<file path="config.mk">
export PLATFORM = sky130hd
export DESIGN_NAME = bcd_rate_mult
export DESIGN_NICKNAME = d
export VERILOG_FILES = /design/src/rtl/bcd_rate_mult.sv
export SDC_FILE = /design/constraint.sdc
export NUM_CORES = 1
export LEC_CHECK = 0
export ABC_AREA = 0
export CORE_AREA = 2 2 39 41
export CTS_CLUSTER_DIAMETER = 80
export DETAILED_ROUTE_END_ITERATION = 8
export DIE_AREA = 0 0 41 43
export DONT_BUFFER_PORTS = 1
export MAX_ROUTING_LAYER = met4
export PLACE_DENSITY = 0.48
export RECOVER_POWER = 25
export SETUP_SLACK_MARGIN = 0.3
export SLEW_MARGIN = 5
export SYNTH_ARGS = -nofsm -noshare
export SYNTH_HDL_FRONTEND = slang
export SYNTH_SLANG_ARGS = --single-unit
</file>
<file path="constraint.sdc">
create_clock -name clk -period 1.3 [get_ports clk]
set_input_delay 0.26 -clock clk [delete_from_list [all_inputs] [get_ports clk]]
set_output_delay 0.26 -clock clk [all_outputs]
set_load 0.02 [all_outputs]
</file>
<file path="src/rtl/bcd_rate_mult.sv">
module bcd_rate_mult #(
  parameter int RW = 4
) (
  input  logic          clk,
  input  logic          rst_n,
  input  logic          tick_i,
  input  logic [RW-1:0] rate_i,
  input  logic          mask_i,
  input  logic          force_i,
  input  logic          hold_i,
  input  logic          clr_i,
  input  logic          set9_i,
  output logic          rate_o,
  output logic          rate_n_o,
  output logic          carry_o,
  output logic          nine_o
);
  localparam logic [3:0] TOP = 4'd9;

  logic [3:0] st_q;
  logic       pulse_q, carry_q;
  logic       w8, w4, w2, w1, hit, step;

  assign step = tick_i && !hold_i && !clr_i && !set9_i;

  assign w8 = (st_q != 4'd4) && (st_q != TOP);
  assign w4 = st_q[0] && (st_q < 4'd8);
  assign w2 = (st_q == 4'd2) || (st_q == 4'd6);
  assign w1 = (st_q == 4'd4);
  assign hit = rate_i[3] ? (w8 || (rate_i[0] && w1))
                         : ((rate_i[2] && w4) || (rate_i[1] && w2) || (rate_i[0] && w1));

  always_ff @(posedge clk or negedge rst_n) begin
    if (!rst_n) begin
      st_q    <= '0;
      pulse_q <= 1'b0;
      carry_q <= 1'b0;
    end else begin
      if (set9_i)      st_q <= TOP;
      else if (clr_i)  st_q <= '0;
      else if (step)   st_q <= (st_q == TOP) ? 4'd0 : st_q + 4'd1;

      if (set9_i)      pulse_q <= 1'b0;
      else if (clr_i)  pulse_q <= tick_i && rate_i[3];
      else             pulse_q <= step && hit;

      carry_q <= step && (st_q == TOP);
    end
  end

  assign rate_o   = force_i || (!mask_i && !set9_i && pulse_q);
  assign rate_n_o = !rate_o;
  assign carry_o  = carry_q && !set9_i && !clr_i;
  assign nine_o   = set9_i || (!clr_i && (st_q == TOP));


  state_range_chk: assert property (@(posedge clk) disable iff (!rst_n) st_q <= TOP);

  step_wrap_chk: assert property (@(posedge clk) disable iff (!rst_n)
    step |=> st_q == (($past(st_q) == TOP) ? 4'd0 : $past(st_q) + 4'd1));

  hold_freeze_chk: assert property (@(posedge clk) disable iff (!rst_n)
    (hold_i && !clr_i && !set9_i) |=> ($stable(st_q) && !carry_q));

  mask_quiet_chk: assert property (@(posedge clk) disable iff (!rst_n)
    (mask_i && !force_i) |-> !rate_o);

  force_high_chk: assert property (@(posedge clk) disable iff (!rst_n) force_i |-> rate_o);

  preset_chk: assert property (@(posedge clk) disable iff (!rst_n)
    set9_i |-> (nine_o && !carry_o && (rate_o == force_i)));

  clear_chk: assert property (@(posedge clk) disable iff (!rst_n)
    (clr_i && !set9_i) |-> (!nine_o && !carry_o));
endmodule

</file>
==> results.json <==
{
  "cts_tree": "built",
  "reg2reg_to": "pulse_q$_DFF_PN0_",
  "root_buffer": "clkbuf_4",
  "coreArea_sq_um": 1380,
  "clkLatencyLatePin_ps": 240,
  "vdd_ir_drop_max_mv": 0.406,
  "row_count": 14,
  "clock_skew_ps": 2.68,
  "design_area_sq_um": 523,
  "ios": 16,
  "globalplace.congestion": 0.691,
  "synth_area_leader_cell": "dfrtp_1",
  "grt_max_degree": 9,
  "dp_slack_ps": 41.2,
  "viasPerCell": 5.28,
  "synth.area.top_cells": "dfrtp_1, mux2i_1, o21bai_1",
  "min_from": "set9_i",
  "r2r_cells": 5,
  "r2r-start": "st_q[1]$_DFFE_PN0P_",
  "p_seq_share_pct": 45.6,
  "cp.required_ps": 1040,
  "first_pass_iters": 2,
  "netSwitchingFraction_pct": 25.0,
  "synth_cell_types": 24,
  "p_int_mw": 0.346,
  "antenna_found_initial": 0,
  "nets": 63,
  "overflow": 0,
  "layout_common_cells": "buf_4, dfrtp_2, nor2_1, mux2i_1, clkbuf_4",
  "cp-end-kind": "output pin",
  "path_clk_slew_ps": 40,
  "finalWorstSetupSlack_ps": -46.2,
  "die_area_sq_um": 1760,
  "run_status": "finished, violations left",
  "track_usage_pct": 12.3,
  "grt_pass1_wl_um": 1390,
  "cts_buffer_depth": 2,
  "drc": 0,
  "p_sw_mw": 0.115,
  "holdPathEnd": "st_q[1]$_DFFE_PN0P_",
  "pwr-share-comb_pct": 18.1,
  "wl_um": 927,
  "synth_area_sq_um": 395,
  "syn_to_final_growth_pct": 32.3,
  "placed_cell_area_sq_um": 439,
  "yosysSeqAreaShare_pct": 38.0,
  "cts_sinks": 6,
  "cp.arrival_ps": 1090,
  "path_class": "reg -> out",
  "syn_inst": 41,
  "ys_warn_count": 0,
  "clockPowerShare_pct": 36.3,
  "avgSynthCellArea_sq_um": 9.64,
  "wl_per_cell_um": 14.3,
  "drt_iter0_drc": 11,
  "synth_top_area_share_pct": 38.0,
  "finalMaxSlewViolations": 0,
  "r2r_setup_slack_ps": 40,
  "hpwl_um": 673,
  "worstMarginPinSlew_ps": 259,
  "p_leak_nw": 0.211,
  "cts_buffers": 3,
  "drive_gt1_share_pct": 38.8,
  "initial_core_util_pct": 28.6,
  "min_path_cells": 1,
  "synth_nets": 53,
  "period_needed_ps": 1350,
  "setup_violations": 1,
  "path_cells": "nand4bb_4 > o21bai_4",
  "crit_fanout": 2,
  "synth-async-reset-ratio_pct": 100,
  "grt_pass1_vias": 330,
  "ant_nets": 0,
  "failed_checks": "negative setup slack",
  "hold_viol": 0,
  "rsz0062_at_grt": "true",
  "fmax_mhz": 743,
  "slew_headroom_pct": 82.7,
  "die_h_um": 43,
  "max_stage_delay_ps": 400,
  "vias": 343,
  "powerDensity_nw_per_um2": 882,
  "diodes": 0,
  "io_buffers": 0,
  "crit_slowest_cell": "dfrtp_2",
  "synth_edf_count": 0,
  "hp-class": "in -> reg",
  "cts-htree-levels": 1,
  "critPathLaunchType": "register",
  "fin_crit_sh_pct": 104,
  "maxCapViolCount": 0,
  "ys_ff_latch": 6,
  "dieWidth_um": 41,
  "synth_flop_cell": "dfrtp_1"
}
timing repair:
| action | CTS | global route |
|---|---|---|
| hold buffers | 1 | 0 |
| pin swaps | 5 | 2 |
| setup buffers | 4 | 0 |
| endpoints found under the hold margin | 6 | 0 |
| cloned | 0 | 0 |
| gates resized for setup | 10 | 0 |
| endpoints found under the setup margin | 8 | 8 |
per-layer routing:
layer,routed length [um],GRT usage [%],vias to the layer above,share of wire [%]
met4,0,6.00,0,0
met3,68,4.19,0,7.3
met5,0,-,-,0
met1,366,13.2,164,39
met2,492,19.1,11,53
li1,-,-,168,-
power groups by stage:
stage | clock (mW) | sequential (mW) | combinational, mW
detailed placement | 0 | 0.212 | 0.0675
finish | 0.168 | 0.210 | 0.0834
CTS | 0.178 | 0.210 | 0.0844
global route | 0.194 | 0.211 | 0.0901
global placement | 0 | 0.212 | 0.0672
floorplan | 0 | 0.204 | 0.0705
cells in the mapped netlist (2+ instances only):
library cell and n:
dfrtp_1 6, xnor2_1 2, nor2_1 3, nand2_1 2, inv_1 2, o21bai_1 3
a21oi_1 2, mux2i_1 3, nand4b_1 2, nor3_1 2
final cells by class:
type                            count  area, sq um
Clock buffer                        3         22.5
Fill cell                         148          861
Inverter                            2         10.0
Multi-Input combinational cell     32          264
Sequential cell                     6          155
Tap cell                           16         20.0
Timing Repair Buffer                6         51.3
registers in the layout (all words and copies together) (netlist names):
signal   cells
carry_q      1
pulse_q      1
st_q         4
through the flow:
| stage | utilization, % | setup TNS (ps) | power, mW | hold WS [ps] | cells |
|---|---|---|---|---|---|
| final | 37.8 | -46.2 | 0.462 | 82.2 | 65 |
| after global routing | 37.8 | -115 | 0.495 | 67.0 | 65 |
| after CTS | 37.8 | -67.6 | 0.472 | 75.4 | 65 |
| after detailed placement | 31.7 | 0 | 0.280 | -35.4 | 57 |
| after global placement | 31.7 | 0 | 0.279 | -35.5 | 57 |
| after floorplan | - | 0 | 0.275 | -35.6 | 41 |
cells by family after synthesis:
logic type	after synthesis	share of synthesized area, %
multiplexers	3	7.60
AND/OR/NAND/NOR	17	27.2
XOR/XNOR	2	4.43
flip-flops	6	38.0
buffers and inverters	3	4.75
AO/OA/AOI/OAI	10	18.0
worst max-delay path, delay by kind of cell, from the launching register on:
family	cells	cell delay (ps)
flops	1	400
simple gates	1	250
compound gates	1	200
how the worst max path moves through the flow:
stage	startpoint	endpoint	slack [ps]	depth (start not counted)
after floorplan	st_q[0]$_DFFE_PN0P_	pulse_q$_DFF_PN0_	130	5
after global placement	st_q[0]$_DFFE_PN0P_	pulse_q$_DFF_PN0_	70	4
after detailed placement	st_q[0]$_DFFE_PN0P_	pulse_q$_DFF_PN0_	40	4
after CTS	st_q[2]$_DFFE_PN0P_	nine_o	-70	2
after global routing	st_q[2]$_DFFE_PN0P_	nine_o	-80	2
final	st_q[2]$_DFFE_PN0P_	nine_o	-50	2
No activity file was read; power rests on OpenSTA's default activity.
